`config.mk`:
```
export PLATFORM = sky130hd
export DESIGN_NAME = uart_rx_channel
export DESIGN_NICKNAME = d
export VERILOG_FILES = /design/src/rtl/uart_rx_pkg.sv /design/src/rtl/uart_rx_sync.sv /design/src/rtl/uart_rx_framer.sv /design/src/rtl/uart_rx_holding.sv /design/src/rtl/uart_rx_channel.sv
export SDC_FILE = /design/constraint.sdc
export NUM_CORES = 1
export LEC_CHECK = 0
export ABC_AREA = 1
export BUFFER_PORTS_ARGS = -buffer_cell sky130_fd_sc_hd__buf_2
export CORE_ASPECT_RATIO = 2
export CORE_MARGIN = 8
export CORE_UTILIZATION = 63
export DETAILED_ROUTE_END_ITERATION = 10
export PLACE_DENSITY_LB_ADDON = 0.3
export SLEW_MARGIN = 30
export SYNTH_ARGS = -nofsm -noshare
export SYNTH_HDL_FRONTEND = slang
export SYNTH_HIERARCHICAL = 1
export SYNTH_SLANG_ARGS = --single-unit
```
`constraint.sdc`:
```
create_clock -name clk -period 4.3 [get_ports clk]
set_input_delay 0.215 -clock clk [delete_from_list [all_inputs] [get_ports clk]]
set_output_delay 0.215 -clock clk [all_outputs]
set_load 0.03 [all_outputs]
```
`src/rtl/uart_rx_pkg.sv`:
```
// Package: shared types for the receive channel.
// Assumes nothing beyond standard SystemVerilog.
package uart_rx_pkg;
    typedef enum logic [2:0] {
        RX_IDLE   = 3'd0,
        RX_START  = 3'd1,
        RX_DATA   = 3'd2,
        RX_PARITY = 3'd3,
        RX_STOP   = 3'd4
    } rx_state_t;
endpackage

```
`src/rtl/uart_rx_sync.sv`:
```
// Module: multi-stage synchronizer for the asynchronous serial line.
// Assumes the line idles high, so every stage resets to 1.
module uart_rx_sync #(
    parameter int STAGES = 2
) (
    input  logic clk,
    input  logic rst_n,
    input  logic async_i,
    output logic sync_o
);
    logic [STAGES-1:0] pipe_q;

    // Shift the asynchronous input through the flop chain.
    always_ff @(posedge clk) begin
        if (!rst_n) pipe_q <= '1;
        else        pipe_q <= {pipe_q[STAGES-2:0], async_i};
    end

    assign sync_o = pipe_q[STAGES-1];
endmodule

```
`src/rtl/uart_rx_framer.sv`:
```
// Module: start qualification, bit timing, shift register, parity and stop check.
// Assumes a synchronized input and a one-cycle enable at OVS times the baud rate.
// Emits a one-cycle done pulse with the character and its error flags.
module uart_rx_framer
    import uart_rx_pkg::*;
#(
    parameter int DATA_W  = 8,
    parameter int OVS     = 16,
    parameter int QUAL    = 7,
    parameter int MIN_LEN = 5,
    parameter int SEL_W   = 2
) (
    input  logic              clk,
    input  logic              rst_n,
    input  logic              tick,
    input  logic              line_i,
    input  logic [SEL_W-1:0]  len_sel,
    input  logic              par_en,
    input  logic              par_odd,
    output logic              busy_o,
    output logic              done_o,
    output logic [DATA_W-1:0] char_o,
    output logic              perr_o,
    output logic              ferr_o
);
    localparam int CNT_W = $clog2(OVS);
    localparam int IDX_W = $clog2(DATA_W);

    rx_state_t         state_q;
    logic [CNT_W-1:0]  cnt_q;
    logic [IDX_W-1:0]  idx_q;
    logic [DATA_W-1:0] shift_q;
    logic              par_acc_q;
    logic              par_bit_q;
    logic              prev_line_q;

    logic [IDX_W-1:0]  last_idx;
    logic [IDX_W:0]    shamt;
    logic              bit_mid;
    logic              qual_hit;
    logic              exp_par;

    // Derive the length-dependent limits and the sample strobes.
    always_comb begin
        last_idx = IDX_W'(MIN_LEN - 1) + IDX_W'(len_sel);
        shamt    = (IDX_W+1)'(DATA_W - MIN_LEN) - (IDX_W+1)'(len_sel);
        bit_mid  = (cnt_q == CNT_W'(OVS - 1));
        qual_hit = (cnt_q == CNT_W'(QUAL - 2));
        exp_par  = par_acc_q ^ par_odd;
    end

    // Receive state machine, advanced only on enable cycles.
    always_ff @(posedge clk) begin
        if (!rst_n) begin
            state_q     <= RX_IDLE;
            cnt_q       <= '0;
            idx_q       <= '0;
            shift_q     <= '0;
            par_acc_q   <= 1'b0;
            par_bit_q   <= 1'b0;
            prev_line_q <= 1'b1;
            done_o      <= 1'b0;
            char_o      <= '0;
            perr_o      <= 1'b0;
            ferr_o      <= 1'b0;
        end else begin
            done_o <= 1'b0;
            if (tick) begin
                prev_line_q <= line_i;
                case (state_q)
                    RX_IDLE: begin
                        if (prev_line_q && !line_i) begin
                            state_q <= RX_START;
                            cnt_q   <= '0;
                        end
                    end
                    RX_START: begin
                        if (qual_hit) begin
                            if (!line_i) begin
                                state_q   <= RX_DATA;
                                cnt_q     <= '0;
                                idx_q     <= '0;
                                par_acc_q <= 1'b0;
                            end else begin
                                state_q <= RX_IDLE;
                            end
                        end else begin
                            cnt_q <= cnt_q + 1'b1;
                        end
                    end
                    RX_DATA: begin
                        if (bit_mid) begin
                            cnt_q     <= '0;
                            shift_q   <= {line_i, shift_q[DATA_W-1:1]};
                            par_acc_q <= par_acc_q ^ line_i;
                            idx_q     <= idx_q + 1'b1;
                            if (idx_q == last_idx)
                                state_q <= par_en ? RX_PARITY : RX_STOP;
                        end else begin
                            cnt_q <= cnt_q + 1'b1;
                        end
                    end
                    RX_PARITY: begin
                        if (bit_mid) begin
                            cnt_q     <= '0;
                            par_bit_q <= line_i;
                            state_q   <= RX_STOP;
                        end else begin
                            cnt_q <= cnt_q + 1'b1;
                        end
                    end
                    RX_STOP: begin
                        if (bit_mid) begin
                            cnt_q   <= '0;
                            done_o  <= 1'b1;
                            char_o  <= shift_q >> shamt;
                            ferr_o  <= !line_i;
                            perr_o  <= par_en && (par_bit_q != exp_par);
                            state_q <= RX_IDLE;
                        end else begin
                            cnt_q <= cnt_q + 1'b1;
                        end
                    end
                    default: state_q <= RX_IDLE;
                endcase
            end
        end
    end

    assign busy_o = (state_q != RX_IDLE);
endmodule

```
`src/rtl/uart_rx_holding.sv`:
```
// Module: one-character holding register with ready and overrun flags.
// Assumes done is a one-cycle pulse and the read strobe is a one-cycle pulse.
module uart_rx_holding #(
    parameter int DATA_W = 8
) (
    input  logic              clk,
    input  logic              rst_n,
    input  logic              done_i,
    input  logic [DATA_W-1:0] char_i,
    input  logic              perr_i,
    input  logic              ferr_i,
    input  logic              rd_i,
    output logic [DATA_W-1:0] data_o,
    output logic              ready_o,
    output logic              perr_o,
    output logic              ferr_o,
    output logic              ovr_o
);
    // Load a new character, or flag overrun, and service host reads.
    always_ff @(posedge clk) begin
        if (!rst_n) begin
            data_o  <= '0;
            ready_o <= 1'b0;
            perr_o  <= 1'b0;
            ferr_o  <= 1'b0;
            ovr_o   <= 1'b0;
        end else begin
            if (rd_i) begin
                ready_o <= 1'b0;
                ovr_o   <= 1'b0;
            end
            if (done_i) begin
                if (ready_o && !rd_i) begin
                    ovr_o <= 1'b1;
                end else begin
                    data_o  <= char_i;
                    perr_o  <= perr_i;
                    ferr_o  <= ferr_i;
                    ready_o <= 1'b1;
                end
            end
        end
    end
endmodule

```
`src/rtl/uart_rx_channel.sv`:
```
// Module: top of the receive channel; synchronizer, framer and holding register.
// Assumes tick16 is a single-cycle enable at 16x the baud rate in the clk domain.
module uart_rx_channel #(
    parameter int DATA_W    = 8,
    parameter int OVS       = 16,
    parameter int QUAL      = 7,
    parameter int MIN_LEN   = 5,
    parameter int SEL_W     = 2,
    parameter int SYNC_STG  = 2
) (
    input  logic              clk,
    input  logic              rst_n,
    input  logic              tick16,
    input  logic              rx_serial,
    input  logic [SEL_W-1:0]  cfg_char_len,
    input  logic              cfg_parity_en,
    input  logic              cfg_parity_odd,
    input  logic              rd_strobe,
    output logic [DATA_W-1:0] rd_data,
    output logic              data_ready,
    output logic              parity_err,
    output logic              framing_err,
    output logic              overrun
);
    logic              rx_sync;
    logic              rx_busy;
    logic              rx_done;
    logic [DATA_W-1:0] rx_char;
    logic              rx_perr;
    logic              rx_ferr;

    uart_rx_sync #(.STAGES(SYNC_STG)) sync_i (
        .clk     (clk),
        .rst_n   (rst_n),
        .async_i (rx_serial),
        .sync_o  (rx_sync)
    );

    uart_rx_framer #(
        .DATA_W  (DATA_W),
        .OVS     (OVS),
        .QUAL    (QUAL),
        .MIN_LEN (MIN_LEN),
        .SEL_W   (SEL_W)
    ) framer_i (
        .clk     (clk),
        .rst_n   (rst_n),
        .tick    (tick16),
        .line_i  (rx_sync),
        .len_sel (cfg_char_len),
        .par_en  (cfg_parity_en),
        .par_odd (cfg_parity_odd),
        .busy_o  (rx_busy),
        .done_o  (rx_done),
        .char_o  (rx_char),
        .perr_o  (rx_perr),
        .ferr_o  (rx_ferr)
    );

    uart_rx_holding #(.DATA_W(DATA_W)) hold_i (
        .clk     (clk),
        .rst_n   (rst_n),
        .done_i  (rx_done),
        .char_i  (rx_char),
        .perr_i  (rx_perr),
        .ferr_i  (rx_ferr),
        .rd_i    (rd_strobe),
        .data_o  (rd_data),
        .ready_o (data_ready),
        .perr_o  (parity_err),
        .ferr_o  (framing_err),
        .ovr_o   (overrun)
    );
endmodule

```
# After elaboration in Yosys (flattened, before gate mapping)

Cells that the tools add are included.

Output and inout bits: 12
Bits in registers: 46

Reductions and logical operators: 17
$add $sub $neg: 4
Mux-type cells: 29
Bitwise gates (word level): 3
Equality and inequality tests: 16
Shift-type cells: 1

Operators with widths:

| kind                | number |
|---|---|
| $mux 3              | 10 |
| $mux 4              | 4 |
| $pmux 3 s5          | 1 |
| $ne 2x1->1 const B  | 6 |
| $pmux 4 s3          | 1 |
| $reduce_and 3->1    | 4 |
| $mux 1              | 10 |
| $shr 8x4->8         | 1 |
| $reduce_and 7->1    | 1 |
| $eq 3x2->1 const B  | 2 |
| $pmux 3 s2          | 1 |
| $reduce_and 5->1    | 1 |
| $add 4x1->4 const B | 1 |
| $eq 4x3->1 const B  | 1 |
| $eq 4x4->1 const B  | 1 |
| $reduce_and 4->1    | 1 |
| $add 3x1->3 const B | 1 |
| $add 3x2->3 const A | 1 |
| $eq 3x1->1 const B  | 1 |
| $eq 3x3->1          | 1 |
| $eq 3x3->1 const B  | 1 |
| $logic_and 1x1->1   | 3 |
| $logic_not 3->1     | 1 |
| $ne 3x3->1 const B  | 1 |
| 12 further kinds    | 14 |

# Longest topological paths before layout

Gate-level depths: netlist of the first run.

Word-level depth: 5
Gate-level depth with buffers: 10
Gate-level depth less buffers: 10

# By module

Netlist of the first run, hierarchy kept.

Modules (own cells, without submodules):

| module          | cells an instance | times used | area each (µm²) |
|---|---|---|---|
| uart_rx_framer  | 250               | 1          | 1781.7 |
| uart_rx_holding | 74                | 1          | 530.5 |
| uart_rx_sync    | 6                 | 1          | 55.1 |

# Least setup slack after synthesis of the first run

No wires, ideal clock.

Kind: reg-to-reg
Start point: register framer_i.cnt_q[0]
End point: register framer_i.char_o[6]
Buffers on the path: 1
Data required time: 4.215 ns
Path slack: 2.940 ns
Clock period less this slack: 1.360 ns
Cell stages (with the launch flop): 7
Arrival: 1.275 ns
Path through: dfxtp_1 -> ha_1 -> nand3_4 -> nor3_4 -> buf_6 -> nand2_4 -> o31ai_2

Longest elaborated chain between the ends: 2

Ends and longest elaborated chain:

| what                       | line                  | RTL |
|---|---|---|
| from (decl)                | uart_rx_framer.sv:30  | `logic [CNT_W-1:0] cnt_q;` |
| from (signal assigned)     | uart_rx_framer.sv:88  | `cnt_q <= cnt_q + 1'b1;` |
| from (signal assigned)     | uart_rx_framer.sv:100 | `cnt_q <= cnt_q + 1'b1;` |
| from (signal assigned)     | uart_rx_framer.sv:109 | `cnt_q <= cnt_q + 1'b1;` |
| $eq 4x4->1                 | uart_rx_framer.sv:47  | `bit_mid = (cnt_q == CNT_W'(OVS - 1));` |
| $reduce_and 3->1 (no line) | --                    |  |
| to (signal assigned)       | uart_rx_framer.sv:116 | `char_o <= shift_q >> shamt;` |
| to (decl)                  | uart_rx_framer.sv:22  | `output logic [DATA_W-1:0] char_o,` |

Every way passes these cells.
A chain may end at the register's enable or synchronous reset.

# Final worst setup path of the first run

Start point: register framer_i.cnt_q[0]
End point: register framer_i.char_o[4]

Same word-level chain as after synthesis.

==> results of run 1 <==
-- where the power goes --
part           total, mW  internal [mW]  switching, mW
Sequential         0.459          0.439         0.0196
Combinational      0.228         0.0700          0.158
Clock              0.268          0.130          0.138
-- kinds of logic (layout without fill, tap and decap cells) --
kind of cell,count (synthesis),after routing
adders and majority gates,3,3
muxes,1,1
AOI/OAI and AO/OA,64,64
xor gates and xnor gates,6,6
DFF,46,46
buffers and inverters,55,71
and+or+nand+nor,155,155
-- state kept, by name, summed over array words and instances, names as in the netlist, 2 cells and up --
register	count
sync_i/pipe_q	2
hold_i/data_o	8
framer_i/idx_q	3
framer_i/state_q	3
framer_i/shift_q	8
framer_i/cnt_q	4
framer_i/char_o	8
-- cells in the final DEF, fill, tap and decap left out, drive strengths merged --
cell type and instances:
xor2 3, nand3 31, ha 3, buf 20, nand4 4, nand2 64, nor3 5, clkinv 3
o211ai 1, xnor2 3, mux2i 1, clkbuf 7, a311oi 1, dfxtp 46, a21oi 31, o31ai 1
nor2 51, o21ai 30, inv 41
-- tightest hold or removal path, stage by stage --
cell,delay (ns)
buf_2,0.07
inv_1,0.03
nand2_1,0.04
-- metal layers --
metal | global-route usage | wire [um] | vias to the layer above
li1 | - | - | 1090
met1 | 0.1654 | 1881 | 960
met2 | 0.3172 | 2664 | 42
met3 | 0.02875 | 199 | 11
met4 | 0.09091 | 148 | 0
met5 | 0 | 0 | -
-- worst max path at each step --
| stage | slack [ns] | cells after the start | end | from |
|---|---|---|---|---|
| final | 2.54 | 6 | framer_i/char_o[4] | framer_i/cnt_q[0] |
| after global routing | 2.39 | 6 | framer_i/char_o[2] | framer_i/cnt_q[0] |
| after CTS | 2.56 | 6 | framer_i/char_o[4] | framer_i/cnt_q[0] |
| after detailed placement | 2.57 | 6 | framer_i/char_o[4] | framer_i/cnt_q[0] |
| after floorplan | 2.94 | 6 | framer_i/char_o[6] | framer_i/cnt_q[0] |
| after global placement | 2.61 | 6 | framer_i/char_o[2] | framer_i/cnt_q[0] |
-- area by class of cell --
type                    count  area (sq um)  share of cell area
multi-input cells         229          1195              0.4723
flip-flops and latches     46         920.9              0.3640
inverters                  43         161.4             0.06380
repair buffers             20         100.1             0.03956
clock buffers               7         86.33             0.03412
well taps                  49         61.31             0.02423
clock inverters             1         5.005            0.001978
-- stage by stage --
| step | power (mW) | cell area (sq um) |
|---|---|---|
| finish | 0.9542 | 2530 |
| floorplan | 0.6481 | 2367 |
| CTS | 0.9597 | 2530 |
| global route | 1.005 | 2530 |
| detailed placement | 0.6922 | 2439 |
| global placement | 0.6895 | 2439 |
==> impl_metrics.json, run 1 <==
{
  "run_status": "complete, no violations",
  "finalMaxSlewViolations": 0,
  "timing_worst_setup_path_type": "reg -> reg",
  "total_placed_cells_including_tap_cells": 387,
  "drive_gt1_frac": 0.1676,
  "crit_arrival_ns": 1.95,
  "clk-insertion-delay-late_ns": 0.29,
  "maximum_number_of_pins_on_one_net_before_global_route_repair": 37,
  "min_path_cells": 3,
  "r2r_end": "framer_i/char_o[4]",
  "cts-buffers-inserted": 5,
  "floorplan.io_pins": 21,
  "report.final.hold_viol_count": 0,
  "syn_to_final_growth_pct": 6.871,
  "post_cts_buffers": 0,
  "cp_slowest_stage_delay_ns": 0.44,
  "endpoint_kind": "flop",
  "design.die.area_sq_mm": 0.006094,
  "setup.worst_path.start_class": "flop",
  "number_of_global_route_vias_before_repair": 1858,
  "synth_flop_type": "dfxtp_1",
  "final_core_util": 0.7014,
  "rsz_0062_raised_after_global_routing": "no",
  "hold_class": "in -> reg",
  "timing.rr.start": "framer_i/cnt_q[0]",
  "path_clk_slew_ns": 0.08,
  "post-dp-hpwl_um": 3569,
  "grt_antenna_before_repair": 0,
  "timing.critical_path.buf_inv": 1,
  "detail_route.wl_per_cell_um": 12.39,
  "main_combinational_cell_family_by_area_after_synthesis": "simple AND/OR/NAND/NOR gates",
  "crit_required_ns": 4.49,
  "postRouteWirelength_um": 4895,
  "setup_violations": 0,
  "min_to": "sync_i/pipe_q[0]",
  "place_worst_setup_slack_ns": 2.572,
  "maxSlewHeadroom": 0.5311,
  "synthMostInstantiatedCell": "nand2_1",
  "timing.critical_path.cells": "ha_1, nand3_4, nor3_4, inv_2, nor3_1, nor2_1",
  "track_usage": 0.1690,
  "vdd.ir_drop.worst_uv": 384.6,
  "total_leakage_power_nw": 1.080,
  "synth_top_cell_area_share": 0.3890,
  "layout.cells.non_filler": 395,
  "netlist_instances": 330,
  "fmaxAchievable_ghz": 0.5667,
  "n_antenna_cell": 0,
  "clock_skew_ns": 0.002006,
  "synthMuxAreaShare": 0.004228,
  "yosys-top-cells-area": "dfxtp_1, nand2_1, nor2_1, a21oi_1, nand3_1",
  "clock-sinks": 46,
  "clock_tree.buffer_depth": 2,
  "final.setup.tns_ns": 0,
  "antenna_violating_nets_post_route": 0,
  "syn-mean-instance-area_sq_um": 7.174,
  "fin_crit_share": 0.4104,
  "wire_length_of_the_first_global_routing_pass_um": 8066,
  "timing.final.ws_setup_ns": 2.535,
  "cells_resized_by_post_cts_repair": 0,
  "synth-adder-area-share": 0.01586,
  "power-per-cell-area_mw_per_mm2": 377.2,
  "cts_tree": "yes",
  "min_from": "rx_serial",
  "synth.net_count": 342,
  "nets": 357,
  "r2r_slack_ns": 2.54,
  "yosysSeqAreaShare": 0.3890,
  "fillCellCount": 333,
  "holdBufCountCts": 0,
  "cap_viol_max_count": 0,
  "fp-row-count": 31,
  "floorplan.die.width_um": 59.35,
  "post_synth_and_or_nand_nor_area_fraction": 0.3150,
  "synth_enable_flop_cells": 0,
  "library_cell_with_the_largest_summed_area_after_synthesis": "dfxtp_1",
  "detailroute.via_count": 2103,
  "finalCriticalPeriod_ns": 1.765,
  "route.detailed.drc": 0,
  "gr-total-overflow": 0,
  "fp.coreArea_sq_mm": 0.003607,
  "detailedRoute.firstIterationViolations": 73,
  "finalWeightedCongestion": 0.8233,
  "timing.critical_path.max_delay_family": "simple AND/OR/NAND/NOR gates",
  "synthesis_warnings": 6,
  "share_of_the_synthesized_area_in_compound_gates_ao_oa_aoi_oai": 0.1475,
  "r2r.worst_path.cells": 6,
  "syn_std_cell_area_sq_mm": 0.002367,
  "whs_ns": 0.08290,
  "ys_seq_elements": 46,
  "route.detailed.vias_per_inst": 5.324,
  "port_buffers": 20,
  "slew_at_the_pin_closest_to_its_max_slew_limit_ns": 0.7024,
  "clock_root_buffer": "clkbuf_8",
  "cpMaxStageDelayCell": "nor3_4",
  "ys_top_cells_by_count": "nand2_1, dfxtp_1, nor2_1, inv_1, a21oi_1",
  "clock_tree.htree_level_count": 2,
  "die_h_um": 102.7,
  "drt_pre_antenna_iters": 4,
  "yosys_cell_types": 33,
  "critPathMaxFanout": 11,
  "synth_xor_xnor_area_share": 0.02220,
  "async_reset_ff_frac": 0,
  "start_util": 0.6563
}
No activity file was read; power rests on OpenSTA's default activity.
==> run 2: changes to the inputs <==
--- a/config.mk
+++ b/config.mk
@@ -9,7 +9,7 @@
 export BUFFER_PORTS_ARGS = -buffer_cell sky130_fd_sc_hd__buf_2
 export CORE_ASPECT_RATIO = 2
 export CORE_MARGIN = 8
-export CORE_UTILIZATION = 63
+export CORE_UTILIZATION = 59
 export DETAILED_ROUTE_END_ITERATION = 10
 export PLACE_DENSITY_LB_ADDON = 0.3
 export SLEW_MARGIN = 30
==> constraint.sdc (replaced) <==
create_clock -name clk -period 1.7 [get_ports clk]
set_input_delay 0.085 -clock clk [delete_from_list [all_inputs] [get_ports clk]]
set_output_delay 0.085 -clock clk [all_outputs]
set_load 0.03 [all_outputs]
==> impl_metrics.json, run 2 (same netlist as run 1, synthesis figures left out) <==
{
  "run_status": "complete, no violations",
  "rsz_0062_raised_after_global_routing": "no",
  "grt_antenna_before_repair": 0,
  "cp_slowest_stage_delay_ns": 0.40,
  "design.die.area_sq_mm": 0.006418,
  "postRouteWirelength_um": 4848,
  "most-common-layout-cells": "nand2_1, dfxtp_1, nor2_1",
  "fmaxAchievable_ghz": 0.6565,
  "mostFrequentLayoutCell": "nand2_1",
  "place_worst_setup_slack_ns": 0.1908,
  "met3_length_um": 201,
  "drive_gt1_frac": 0.1882,
  "clock_tree.buffer_depth": 2,
  "syn_to_final_growth_pct": 10.52,
  "reg_top3": "framer_i/char_o x8, framer_i/shift_q x8, hold_i/data_o x8",
  "report.final.hold_viol_count": 0,
  "finalCriticalPeriod_ns": 1.523,
  "fp-row-count": 32,
  "nets": 367,
  "dr_wl_met2_um": 2675,
  "route.detailed.drc": 0,
  "fin_crit_share": 0.8960,
  "number_of_global_route_vias_before_repair": 1938,
  "floorplan.io_pins": 21,
  "slew_at_the_pin_closest_to_its_max_slew_limit_ns": 0.4920,
  "met1Wirelength_um": 1886,
  "cap_viol_max_count": 0,
  "fp.coreArea_sq_mm": 0.003844,
  "detail_route.wl_per_cell_um": 11.91,
  "cpMaxStageDelayCell": "dfxtp_1",
  "route.detailed.vias_per_inst": 5.174,
  "floorplan.die.width_um": 60.79,
  "endpoint_kind": "flop",
  "drt_pre_antenna_iters": 7,
  "clock_skew_ns": 0.007146,
  "post_cts_buffers": 0,
  "detailroute.via_count": 2106,
  "n_antenna_cell": 0,
  "post-dp-hpwl_um": 3783,
  "clock_tree.htree_level_count": 2,
  "timing.final.ws_setup_ns": 0.1768,
  "maxSlewHeadroom": 0.6686,
  "cts_tree": "yes",
  "critPathMaxFanout": 5,
  "total_leakage_power_nw": 1.126,
  "hold_class": "in -> reg",
  "final.setup.tns_ns": 0,
  "crit_required_ns": 1.94,
  "die_h_um": 105.6,
  "timing_worst_setup_path_type": "reg -> reg",
  "cells_resized_by_post_cts_repair": 0,
  "maximum_number_of_pins_on_one_net_before_global_route_repair": 22,
  "clock_root_buffer": "clkbuf_8",
  "whs_ns": 0.07659,
  "clk-insertion-delay-late_ns": 0.30,
  "timing.critical_path.cells": "ha_1, nand3_4, nand3_1, nand2_2, nor2_4, nand3_2, nand2_1, inv_1, nor2_1",
  "antenna_violating_nets_post_route": 0,
  "wire_length_of_the_first_global_routing_pass_um": 8128,
  "path_clk_slew_ns": 0.08,
  "gr-total-overflow": 0,
  "detailedRoute.firstIterationViolations": 65,
  "finalMaxSlewViolations": 0,
  "finalWeightedCongestion": 0.8676,
  "cts-buffers-inserted": 5,
  "port_buffers": 20,
  "track_usage": 0.1614,
  "topRoutingLayerUsed": "met4",
  "power-per-cell-area_mw_per_mm2": 925.7,
  "vdd.ir_drop.worst_uv": 689.1,
  "start_util": 0.6159,
  "crit_arrival_ns": 1.76,
  "setup.worst_path.start_class": "flop",
  "setup_violations": 0,
  "clock-sinks": 46
}
==> run 2: per-layer routing <==
metal	vias to the layer above	global-route usage
li1	1110	-
met1	937	0.1525
met2	49	0.2968
met3	10	0.03776
met4	0	0.08403
met5	-	0
==> run 2: critical path, delay by kind of cell, from the launching register on <==
kind / cells / cell delay (ns)
adder cells (fa/ha/maj): 1 / 0.27
buffers and inverters: 1 / 0.03
flip-flops: 1 / 0.40
AND/OR/NAND/NOR: 7 / 0.75
==> run 2: power breakdown <==
| part | internal [mW] | total [mW] | switching, mW |
|---|---|---|---|
| logic | 0.187 | 0.577 | 0.391 |
| registers | 1.11 | 1.16 | 0.0480 |
| clock network | 0.327 | 0.686 | 0.359 |
| total | 1.62 | 2.42 | 0.798 |
==> run 2: cell type report <==
type | count | area (sq um)
repair buffers | 30 | 180.2
fillers | 385 | 1227
multi-input cells | 229 | 1195
clock inverters | 2 | 12.51
flip-flops and latches | 46 | 920.9
clock buffers | 6 | 82.58
inverters | 43 | 161.4
well taps | 51 | 63.81
==> run 2: worst paths after layout <==
| kind | start | end | slack (ns) | cells after the start |
|---|---|---|---|---|
| min reg2reg | sync_i/pipe_q[0] | sync_i/pipe_q[1] | 0.41 | 2 |
| max | framer_i/cnt_q[0] | framer_i/state_q[2] | 0.18 | 9 |
| max reg2reg | framer_i/cnt_q[0] | framer_i/state_q[2] | 0.18 | 9 |
| min | cfg_parity_en | framer_i/perr_o | 0.08 | 3 |
==> run 2: per-stage QoR <==
step,std cells,cell area [sq um],utilization,power [mW]
final,407,2616,0.6807,2.422
after global routing,407,2616,0.6807,2.562
after CTS,407,2616,0.6807,2.446
after detailed placement,397,2501,0.6507,1.757
after global placement,397,2501,0.6507,1.746
after floorplan,330,2367,-,1.639
==> run 2: what timing repair did <==
item,4_1_cts,5_1_grt
setup endpoints to repair,0,0
hold buffers,2,0
endpoints found under the hold margin,2,0
==> run 3: changes to the inputs <==
--- a/config.mk
+++ b/config.mk
@@ -6,11 +6,11 @@
 export NUM_CORES = 1
 export LEC_CHECK = 0
 export ABC_AREA = 1
-export BUFFER_PORTS_ARGS = -buffer_cell sky130_fd_sc_hd__buf_2
 export CORE_ASPECT_RATIO = 2
 export CORE_MARGIN = 8
-export CORE_UTILIZATION = 59
+export CORE_UTILIZATION = 62
 export DETAILED_ROUTE_END_ITERATION = 10
+export DONT_BUFFER_PORTS = 1
 export PLACE_DENSITY_LB_ADDON = 0.3
 export SLEW_MARGIN = 30
 export SYNTH_ARGS = -nofsm -noshare
==> impl_metrics.json, run 3 (same netlist as run 1, synthesis figures left out) <==
{
  "layout.cells.non_filler": 389,
  "clock-sinks": 46,
  "final_core_util": 0.6832,
  "crit_arrival_ns": 1.79,
  "port_buffers": 0,
  "total_leakage_power_nw": 1.054,
  "clock_tree.htree_level_count": 2,
  "wire_length_of_the_first_global_routing_pass_um": 8369,
  "floorplan.io_pins": 21,
  "maximum_number_of_pins_on_one_net_before_global_route_repair": 36,
  "run_status": "complete, no violations",
  "final.setup.tns_ns": 0,
  "cells_resized_by_post_cts_repair": 0,
  "post-dp-hpwl_um": 3495,
  "reg_top3": "framer_i/char_o x8, framer_i/shift_q x8, hold_i/data_o x8",
  "cap_viol_max_count": 0,
  "route.detailed.vias_per_inst": 5.280,
  "finalCriticalPeriod_ns": 1.558,
  "die_h_um": 103.4,
  "clock_skew_ns": 0.005997,
  "finalWeightedCongestion": 0.8947,
  "nets": 349,
  "crit_required_ns": 1.93,
  "maxSlewHeadroom": 0.7397,
  "drive_gt1_frac": 0.1331,
  "path_clk_slew_ns": 0.09,
  "detailroute.via_count": 2054,
  "postRouteWirelength_um": 4937,
  "clk-insertion-delay-late_ns": 0.30,
  "most-common-layout-cells": "nand2_1, dfxtp_1, nor2_1",
  "cpMaxStageDelayCell": "dfxtp_1",
  "grt_antenna_before_repair": 0,
  "fp.coreArea_sq_mm": 0.003764,
  "cts-buffers-inserted": 5,
  "timing.critical_path.cells": "ha_1, nand3_4, nor3_4, buf_4, nand2_4, o31ai_2",
  "mostFrequentLayoutCell": "nand2_1",
  "detailedRoute.firstIterationViolations": 53,
  "setup.worst_path.start_class": "flop",
  "whs_ns": 0.02427,
  "vdd.ir_drop.worst_uv": 789.4,
  "detail_route.wl_per_cell_um": 12.69,
  "setup_violations": 0,
  "fp-row-count": 32,
  "floorplan.die.width_um": 59.70,
  "timing.critical_path.buf_inv": 1,
  "post_cts_buffers": 0,
  "start_util": 0.6290,
  "finalMaxSlewViolations": 0,
  "antenna_violating_nets_post_route": 0,
  "hold_class": "in -> reg",
  "rsz_0062_raised_after_global_routing": "no",
  "clock_tree.buffer_depth": 2,
  "timing.critical_path.max_delay_family": "simple AND/OR/NAND/NOR gates",
  "fmaxAchievable_ghz": 0.6418,
  "syn_to_final_growth_pct": 8.615,
  "number_of_global_route_vias_before_repair": 1947,
  "cp_slowest_stage_delay_ns": 0.41,
  "gr-total-overflow": 0,
  "fin_crit_share": 0.9165,
  "track_usage": 0.1749,
  "drt_pre_antenna_iters": 4,
  "critPathMaxFanout": 7,
  "min_from": "cfg_char_len[1]",
  "route.detailed.drc": 0,
  "clock_root_buffer": "clkbuf_8",
  "endpoint_kind": "flop",
  "power-per-cell-area_mw_per_mm2": 984.1,
  "crit_start": "framer_i/cnt_q[0]",
  "total_placed_cells_including_tap_cells": 374,
  "report.final.hold_viol_count": 0,
  "timing.rr.start": "framer_i/cnt_q[0]",
  "timing_worst_setup_path_type": "reg -> reg",
  "design.die.area_sq_mm": 0.006172,
  "n_antenna_cell": 0,
  "slew_at_the_pin_closest_to_its_max_slew_limit_ns": 0.3864,
  "cts_tree": "yes",
  "holdBufCountCts": 7
}
==> run 3: final cells by class <==
class,count,area [sq um]
fill,336,1192
clock inverter,3,43.79
tap,51,63.81
timing repair buffer,12,117.6
clock buffer,5,68.82
inverter,43,161.4
sequential,46,920.9
multi-input combinational,229,1195
==> run 3: report_power, final <==
part | internal [mW] | switching [mW] | leakage [nW]
combinational | 0.184 | 0.372 | 0.624
clock | 0.440 | 0.374 | 0.0585
sequential | 1.11 | 0.0484 | 0.372
total | 1.73 | 0.795 | 1.05
==> run 3: worst paths after layout <==
kind,slack [ns],cells past startpoint,endpoint
hold / removal,0.02,3,framer_i/char_o[2]
setup reg to reg,0.14,6,framer_i/char_o[6]
hold reg to reg,0.42,2,sync_i/pipe_q[1]
setup / recovery,0.14,6,framer_i/char_o[6]
==> run 3: tightest hold or removal path, stage by stage <==
cell and delay, ns:
nor2_1 0.09, nor3_1 0.06, nor2_1 0.07
==> run 3: per-stage QoR <==
| stage | cell area (sq um) | setup slack (ns) | total power [mW] |
|---|---|---|---|
| floorplan | 2367 | 0.3404 | 1.639 |
| detailed placement | 2379 | 0.1444 | 1.705 |
| CTS | 2571 | 0.1324 | 2.555 |
| global route | 2571 | 0.03387 | 2.678 |
| global placement | 2379 | 0.2060 | 1.700 |
| finish | 2571 | 0.1420 | 2.530 |
==> run 3: layer usage <==
layer  vias to the layer above  global-route usage  share of wire
li1                       1076                   -              -
met1                       923              0.1922           0.44
met2                        40              0.2851           0.49
met3                        15             0.04709          0.043
met4                         0              0.1130          0.028
met5                         -                   0              0
